File: config.mk
export PLATFORM = sky130hd
export DESIGN_NAME = pwm_pair_adc_trig
export DESIGN_NICKNAME = d
export VERILOG_FILES = /design/src/rtl/pwm_adc_trig_pkg.sv /design/src/rtl/pwm_ftc_cmp.sv /design/src/rtl/pwm_trig_mux.sv /design/src/rtl/pwm_pair_adc_trig.sv
export SDC_FILE = /design/constraint.sdc
export NUM_CORES = 1
export LEC_CHECK = 0
export BUFFER_PORTS_ARGS = -buffer_cell sky130_fd_sc_hd__buf_2
export CORE_MARGIN = 2
export CORE_UTILIZATION = 40
export CTS_CLUSTER_DIAMETER = 100
export CTS_CLUSTER_SIZE = 16
export DETAILED_ROUTE_END_ITERATION = 7
export PLACE_DENSITY = 0.69
export SYNTH_ARGS = -nofsm -noshare
export SYNTH_HDL_FRONTEND = slang
export SYNTH_SLANG_ARGS = --single-unit
export TNS_END_PERCENT = 50
File: constraint.sdc
create_clock -name clk -period 1.6 [get_ports clk]
set_clock_uncertainty 0.05 [all_clocks]
set_input_delay 0.32 -clock clk [delete_from_list [all_inputs] [get_ports clk]]
set_output_delay 0.32 -clock clk [all_outputs]
set_load 0.005 [all_outputs]
File: src/rtl/pwm_adc_trig_pkg.sv
package pwm_adc_trig_pkg;
  // Per-channel event bundle
  typedef struct packed {
    logic zero;
    logic prd;
    logic cmp;
    logic up;
  } chan_ev_t;

  // Conditions per channel: zero, period, zero|period, cmp up, cmp down
  localparam int unsigned COND_PER_CH = 5;
  localparam int unsigned CH_PER_PAIR = 2;
  localparam logic [3:0]  SRC_FT_UP   = 4'd10;
  localparam logic [3:0]  SRC_FT_DN   = 4'd11;
endpackage

File: src/rtl/pwm_ftc_cmp.sv
module pwm_ftc_cmp #(
  parameter int unsigned CNT_W = 16
) (
  input  logic             clk,
  input  logic             rst,
  input  logic             wr,
  input  logic [CNT_W-1:0] wdata,
  input  logic             prd_evt,
  input  logic             up,
  input  logic [CNT_W-1:0] cnt,
  output logic             hit_up,
  output logic             hit_dn
);
  logic [CNT_W-1:0] hold_q;
  logic [CNT_W-1:0] act_q;
  logic             eq;

  always_ff @(posedge clk) begin
    if (rst) begin
      hold_q <= '0;
      act_q  <= '0;
    end else begin
      if (wr)      hold_q <= wdata;
      if (prd_evt) act_q  <= hold_q;
    end
  end

  assign eq     = (cnt == act_q);
  assign hit_up = eq & up;
  assign hit_dn = eq & ~up;


  act_hold_chk: assert property (@(posedge clk) disable iff (rst)
    !prd_evt |=> $stable(act_q));
endmodule

File: src/rtl/pwm_trig_mux.sv
module pwm_trig_mux
  import pwm_adc_trig_pkg::*;
#(
  parameter int unsigned SEL_W = 4
) (
  input  logic [SEL_W-1:0]            sel,
  input  chan_ev_t [CH_PER_PAIR-1:0]  ev,
  input  logic                        ft_up,
  input  logic                        ft_dn,
  output logic                        hit
);
  localparam int unsigned SRC_N  = 2 ** SEL_W;
  localparam int unsigned CH_SRC = COND_PER_CH * CH_PER_PAIR;
  localparam int unsigned PAD_N  = SRC_N - CH_SRC - 2;

  logic [CH_SRC-1:0] ch_vec;
  logic [SRC_N-1:0]  src_vec;

  for (genvar c = 0; c < CH_PER_PAIR; c++) begin : g_ch
    assign ch_vec[c*COND_PER_CH +: COND_PER_CH] = {
      ev[c].cmp & ~ev[c].up,
      ev[c].cmp &  ev[c].up,
      ev[c].zero | ev[c].prd,
      ev[c].prd,
      ev[c].zero
    };
  end

  // Codes above the free-trigger pair belong to other pairs: tied low here
  assign src_vec = {{PAD_N{1'b0}}, ft_dn, ft_up, ch_vec};
  assign hit     = src_vec[sel];

  initial begin
    ft_code_chk: assert (int'(SRC_FT_UP) == CH_SRC && int'(SRC_FT_DN) == CH_SRC + 1);
  end
endmodule

File: src/rtl/pwm_pair_adc_trig.sv
module pwm_pair_adc_trig
  import pwm_adc_trig_pkg::*;
#(
  parameter int unsigned CNT_W = 16,
  parameter int unsigned SEL_W = 4
) (
  input  logic             clk,
  input  logic             rst,
  input  logic             soc_en,
  input  logic [SEL_W-1:0] src_sel,
  input  logic             ev_zero_even,
  input  logic             ev_prd_even,
  input  logic             ev_cmp_even,
  input  logic             up_even,
  input  logic             ev_zero_odd,
  input  logic             ev_prd_odd,
  input  logic             ev_cmp_odd,
  input  logic             up_odd,
  input  logic [CNT_W-1:0] cnt_even,
  input  logic             ftc_wr,
  input  logic [CNT_W-1:0] ftc_wdata,
  input  logic             flag_clr,
  output logic             adc_soc,
  output logic             soc_flag
);
  chan_ev_t [CH_PER_PAIR-1:0] ev;
  logic ft_up, ft_dn, src_hit, fire;

  assign ev[0] = '{zero: ev_zero_even, prd: ev_prd_even, cmp: ev_cmp_even, up: up_even};
  assign ev[1] = '{zero: ev_zero_odd,  prd: ev_prd_odd,  cmp: ev_cmp_odd,  up: up_odd};

  pwm_ftc_cmp #(.CNT_W(CNT_W)) u_ftc (
    .clk(clk), .rst(rst), .wr(ftc_wr), .wdata(ftc_wdata),
    .prd_evt(ev_prd_even), .up(up_even), .cnt(cnt_even),
    .hit_up(ft_up), .hit_dn(ft_dn)
  );

  pwm_trig_mux #(.SEL_W(SEL_W)) u_mux (
    .sel(src_sel), .ev(ev), .ft_up(ft_up), .ft_dn(ft_dn), .hit(src_hit)
  );

  assign fire = src_hit & soc_en;

  always_ff @(posedge clk) begin
    if (rst) begin
      adc_soc  <= 1'b0;
      soc_flag <= 1'b0;
    end else begin
      adc_soc  <= fire;
      soc_flag <= (soc_flag & ~flag_clr) | fire;
    end
  end


  soc_follow_chk: assert property (@(posedge clk) disable iff (rst)
    src_hit && soc_en |=> adc_soc);

  en_gate_chk: assert property (@(posedge clk) disable iff (rst)
    !soc_en |=> !adc_soc);

  reserved_src_chk: assert property (@(posedge clk) disable iff (rst)
    (int'(src_sel) > int'(SRC_FT_DN)) |=> !adc_soc);

  flag_with_soc_chk: assert property (@(posedge clk) disable iff (rst)
    adc_soc |-> soc_flag);

  flag_sticky_chk: assert property (@(posedge clk) disable iff (rst)
    soc_flag && !flag_clr |=> soc_flag);

  flag_clear_chk: assert property (@(posedge clk) disable iff (rst)
    flag_clr && !src_hit |=> !soc_flag);
endmodule

Word-level counts from Yosys, hierarchy flattened
Index checks and enable logic that the tools add are counted.
{ "op_classes": {"addsub": 0, "mul": 0, "n_div": 0, "order_cmp": 1, "n_eq_ne": 1, "shift": 0, "muxes": 2, "bitwise": 14, "reduce_logical": 0} }
{ "ops": {"columns": ["cell", "n"], "rows": [
  ["16-bit equality test", 1],
  ["1-bit bitwise AND", 8],
  ["4-bit by 5-bit less-than comparator with 1-bit output (second input constant)", 1],
  ["1-bit binary-select mux with 4-bit select", 1],
  ["1-bit NOT", 3],
  ["1-bit bitwise OR", 3],
  ["1-bit two-way mux", 1]
]} }
{ "totals": {"reg_bits": 34, "latchBits": 0, "ramBits": 0, "romBits": 0, "input_bits": 49, "out_inout_bits": 2, "elab_cells": 22, "mem_count": 0} }

Depth between registers and ports, before layout
{ "logic_depth": {"ltp_word": 6, "mapped_depth": 5} }

Hierarchy
A second synthesis with hierarchy kept.
{ "hier_totals": {"hier_cells": 146, "hier_area_um2": 1483.9} }
{ "by_module_without_submodules": {"columns": ["module", "instances", "cells_per_inst", "area_each_um2", "seq_area_each_um2"], "rows": [
  ["pwm_ftc_cmp", 1, 126, 1302.5, 640.6],
  ["pwm_trig_mux", 1, 14, 118.9, 0.0],
  ["pwm_pair_adc_trig", 1, 6, 62.6, 40.0]
]} }

Least setup slack after synthesis
No wires, ideal clock.
{ "synth_timing": {"kind": "input to register", "from": "in ev_prd_even", "to": "reg soc_flag", "setup_time_ps": 84, "t_arrival_ps": 1094, "t_required_ps": 1466, "path_slack_ps": 372, "cell_stages": 5, "path_cell_list": "buf_2 -> inv_1 -> o2111ai_1 -> o211ai_1 -> o31ai_2"} }
{ "synth_between": {"elab_chain_len": 5} }
{ "synth_rtl": {"columns": ["element", "line", "rtl"], "rows": [
  ["start: declaration", "pwm_pair_adc_trig.sv:12", "input logic ev_prd_even,"],
  ["1-bit bitwise OR", "pwm_trig_mux.sv:23", "ev[c].zero | ev[c].prd,"],
  ["1-bit binary-select mux with 4-bit select *", "pwm_trig_mux.sv:31", "assign hit = src_vec[sel];"],
  ["1-bit two-way mux (implied by the code) *", "pwm_trig_mux.sv:31", null],
  ["1-bit bitwise AND *", "pwm_pair_adc_trig.sv:42", "assign fire = src_hit & soc_en;"],
  ["1-bit bitwise OR *", "pwm_pair_adc_trig.sv:50", "soc_flag <= (soc_flag & ~flag_clr) | fire;"],
  ["end signal: assignment", "pwm_pair_adc_trig.sv:50", null],
  ["end: declaration", "pwm_pair_adc_trig.sv:24", "output logic soc_flag"]
]} }
Mark *: on every way between the ends. The rest lies on a longest branch, timed or not. The select of a mux whose other input is x is not followed.
A chain may end at the register's enable or synchronous reset.

Worst setup path after layout
{ "layout_timing": {"from": "reg u_ftc.act_q[1]", "to": "reg soc_flag"} }
{ "layout_between": {"elab_chain_len": 6, "elab_cells_between_ends": 7, "classes_between": "eq/ne: 1; mux: 2; bitwise: 4"} }
{ "layout_rtl": {"columns": ["element", "line", "rtl"], "rows": [
  ["start: declaration", "pwm_ftc_cmp.sv:15", "logic [CNT_W-1:0] act_q;"],
  ["start signal: assignment", "pwm_ftc_cmp.sv:24", "if (prd_evt) act_q <= hold_q;"],
  ["16-bit equality test *", "pwm_ftc_cmp.sv:28", "assign eq = (cnt == act_q);"],
  ["1-bit bitwise AND (on tied branches)", "pwm_ftc_cmp.sv:29, pwm_ftc_cmp.sv:30", null],
  ["1-bit binary-select mux with 4-bit select *", "pwm_trig_mux.sv:31", null],
  ["1-bit two-way mux (implied by the code) *", "pwm_trig_mux.sv:31", null],
  ["1-bit bitwise AND *", "pwm_pair_adc_trig.sv:42", null],
  ["1-bit bitwise OR *", "pwm_pair_adc_trig.sv:50", null]
]} }
Marks and branches as above.

==> key figures <==
Hold path
  • Type of the tightest min-delay check: in -> reg

Die
  • Area of the core: between 3000 and 4000 um^2
  • Effective utilization at floorplan: approximately two fifths
  • Die area: 4226 um^2
  • Num rows: 22
  • Horizontal die dimension: approximately 65 um
  • Number of top-level design ports: 51
  • Height of the die: 65.01 um

Power
  • PD cells: a little over 900 nW/um^2
  • LEAKAGE: roughly 0.9 nW
  • Worst ir drop on vdd: ~0.67 mV
  • Total power: ~1.7 mW

Detailed routing
  • Antenna Nets Post-Route: 0
  • Count of routing violations after the opening detailed-route iteration: 16
  • # DRC: 0
  • Number of iterations in the first detailed-routing pass: 4
  • Routed wire per std cell: approximately 12 um
  • Detailed-route wire length: ~3 mm
  • Number of vias after detailed routing: approximately 1100
  • Post-detailed-route via-to-cell ratio: ~4.6

CTS
  • Sink count of the clock tree: 34
  • Clock-pin slew of the registers on the worst-case setup and hold paths: 0.06 ns
  • CTS Hold Bufs: 0
  • Post-CTS setup buffer count: 0
  • TritonCTS clock tree: yes
  • Number of buffers between clock root and the deepest sink: 2
  • H-tree lvl count: 2
  • Clock buffer count from CTS: 5
  • Number of resized instances in the post-cts repair step: 0
  • Clk Tree Root Cell: sky130_fd_sc_hd__clkbuf_8
  • Worst skew pair latency: ~0.28 ns

Synth
  • Register bit total from synthesis: 34
  • Number of warnings reported in the yosys synthesis log: 0
  • Netlist area before placement: 1489 um^2
  • Per-instance average area after synthesis: a little under 10 um^2
  • Largest area contributor in the netlist: sky130_fd_sc_hd__dfxtp_1
  • Seq/Total Area, Yosys: 45.71%
  • Number of different library cells in the post-synthesis netlist: 24
  • Synthesized netlist net count: a little under 200
  • Count of mapped cells out of synthesis: 150
  • Proportion of netlist area held by the largest area contributor: a little under half
  • Leading cell types by total area after synthesis: sky130_fd_sc_hd__dfxtp_1 46%, sky130_fd_sc_hd__mux2i_1 22%, sky130_fd_sc_hd__xor2_1 8.8%, sky130_fd_sc_hd__nor2_1 8.6%, sky130_fd_sc_hd__xnor2_1 2.4%

Setup path
  • Startpoint types: flip-flop
  • Crit path required time: 1.74 ns
  • Cell-by-cell listing of the critical path: xor2_1 -> nor4_1 -> a31oi_1 -> o31ai_2
  • Highest net fanout along the worst path: 2
  • CP max stage delay: roughly 0.43 ns
  • Kind of end point of the critical path: flip-flop
  • Slowest cell on the critical path: sky130_fd_sc_hd__nor4_1
  • Category of the most critical setup path: reg -> reg
  • Arrival time of data at the critical path endpoint: approximately 1.6 ns

Cells and area
  • Commonest cells after routing, fill and taps aside: 50 x sky130_fd_sc_hd__buf_2, 34 x sky130_fd_sc_hd__nor2_1, 34 x sky130_fd_sc_hd__dfxtp_1, 32 x sky130_fd_sc_hd__mux2i_1, 15 x sky130_fd_sc_hd__xor2_1
  • Most common cell after layout, fill and taps aside: sky130_fd_sc_hd__buf_2
  • Antenna diode count: 0
  • Total of fill cells in the finished design: 346
  • Util after Layout: between 50% and 60%
  • Final nets: between 200 and 300
  • Layout area overhead: 24.37%
  • Share of final-layout standard cells stronger than drive strength 1: 30.35%

Global route
  • Maximum number of pins on one net before global-route repair: 34
  • Total overflow reported by the global router: 0
  • Total Routing Usage GR: ~15%
  • Initial antenna violation count: 0
  • Wire length of the first global-routing pass: between 4 and 5 mm
  • Vias in the first global route: 1099

STA
  • Final hold violation count: 0
  • Max-slew headroom: 67.80%
  • Unrepaired setup endpoints after global routing: false
  • Number of max-slew violations in the final report: 0
  • TNS Setup: 0 ns
  • Minimum clock period: about 1.4 ns
  • Peak Freq: 691.5 MHz
  • Ratio of final minimum period to clock period: approximately nine tenths
  • Measured slew at the worst slew-check pin: 0.4829 ns
  • Count of final setup violators: 0

Place
  • Half-perimeter wire length of the detailed placement result: 2.244 mm
  • Port bufs: 50
  • Final weighted congestion of routability-driven global placement: 0.6957

Run status
  • Result of the run: complete, no violations

Run
  • Max-capacitance violation count: 0
critical path, delay by kind of cell (launching register included):
family | cells | cell delay, ns
simple gates | 1 | 0.43
compound gates | 2 | 0.41
flops | 1 | 0.32
xor+xnor | 1 | 0.16
synthesized netlist by cell type:
library cell and number:
sky130_fd_sc_hd__clkbuf_1 4, sky130_fd_sc_hd__o211ai_1 1, sky130_fd_sc_hd__buf_2 4, sky130_fd_sc_hd__o21ai_1 1
sky130_fd_sc_hd__nor4_1 3, sky130_fd_sc_hd__o2111ai_1 1, sky130_fd_sc_hd__nand2b_1 1, sky130_fd_sc_hd__o31ai_2 1
sky130_fd_sc_hd__dfxtp_1 34, sky130_fd_sc_hd__mux2i_1 32, sky130_fd_sc_hd__nand4b_1 1, sky130_fd_sc_hd__a211oi_1 1
sky130_fd_sc_hd__nor4b_1 1, sky130_fd_sc_hd__nand4_1 1, sky130_fd_sc_hd__nor4_2 1, sky130_fd_sc_hd__xor2_1 15
sky130_fd_sc_hd__nand2b_2 1, sky130_fd_sc_hd__nor3_1 1, sky130_fd_sc_hd__nor2_1 34, sky130_fd_sc_hd__nand2_1 3
sky130_fd_sc_hd__buf_6 1, sky130_fd_sc_hd__a31oi_1 2, sky130_fd_sc_hd__xnor2_1 4, sky130_fd_sc_hd__inv_1 2
power by group:
group / leakage [nW] / total, mW / switching [mW] / internal (mW)
Clock: 0.0383 / 0.559 / 0.261 / 0.299
Combinational: 0.598 / 0.226 / 0.107 / 0.119
Sequential: 0.278 / 0.909 / 0.0218 / 0.887
sequential cells by signal (all words and copies together) (netlist names):
register      flops
adc_soc           1
soc_flag          1
u_ftc.act_q      16
u_ftc.hold_q     16
cells by family (layout without fill, tap and decap cells):
group | count (synthesis) | in the layout | share of synthesized area [%]
buf+inv | 11 | 62 | 3.613
xor+xnor | 19 | 19 | 11.18
compound gates | 7 | 7 | 3.613
simple gates | 47 | 47 | 14.37
flops | 34 | 34 | 45.71
mux | 32 | 32 | 21.51
layer usage:
metal	GRT usage (%)	share of wire [%]	up-vias
met4	3.125	0.92	0
met5	0	0	-
li1	-	-	603
met1	17.19	45	504
met2	24.61	46	37
met3	6.424	7.8	3
per-stage QoR:
step	setup slack [ns]	instances	hold WS (ns)	cell area, um^2
finish	0.1538	249	0.2264	1852
global route	0.04159	249	0.2279	1852
CTS	0.1431	249	0.2187	1852
detailed placement	0.05876	242	0.4337	1775
global placement	0.1051	242	0.4263	1775
floorplan	0.3718	150	0.4089	1489
cell type report:
class | count | area, um^2 | share of cell area (%)
Tap cell | 48 | 60.06 | 3.243
Clock buffer | 7 | 76.32 | 4.122
Inverter | 2 | 7.507 | 0.4054
Sequential cell | 34 | 680.7 | 36.76
Multi-Input combinational cell | 105 | 754.5 | 40.74
Timing Repair Buffer | 53 | 272.8 | 14.73
worst paths after layout:
check / start / end / depth (start not counted) / slack (ns)
setup reg to reg: u_ftc.act_q[1]$_SDFFE_PP0P_ / soc_flag$_SDFF_PP0_ / 4 / 0.15
hold / removal: ftc_wdata[12] / u_ftc.hold_q[12]$_SDFFE_PP0P_ / 3 / 0.23
setup / recovery: u_ftc.act_q[1]$_SDFFE_PP0P_ / soc_flag$_SDFF_PP0_ / 4 / 0.15
hold reg to reg: u_ftc.hold_q[3]$_SDFFE_PP0P_ / u_ftc.act_q[3]$_SDFFE_PP0P_ / 2 / 0.44
Note: power is estimated with default switching activity, not from simulation.
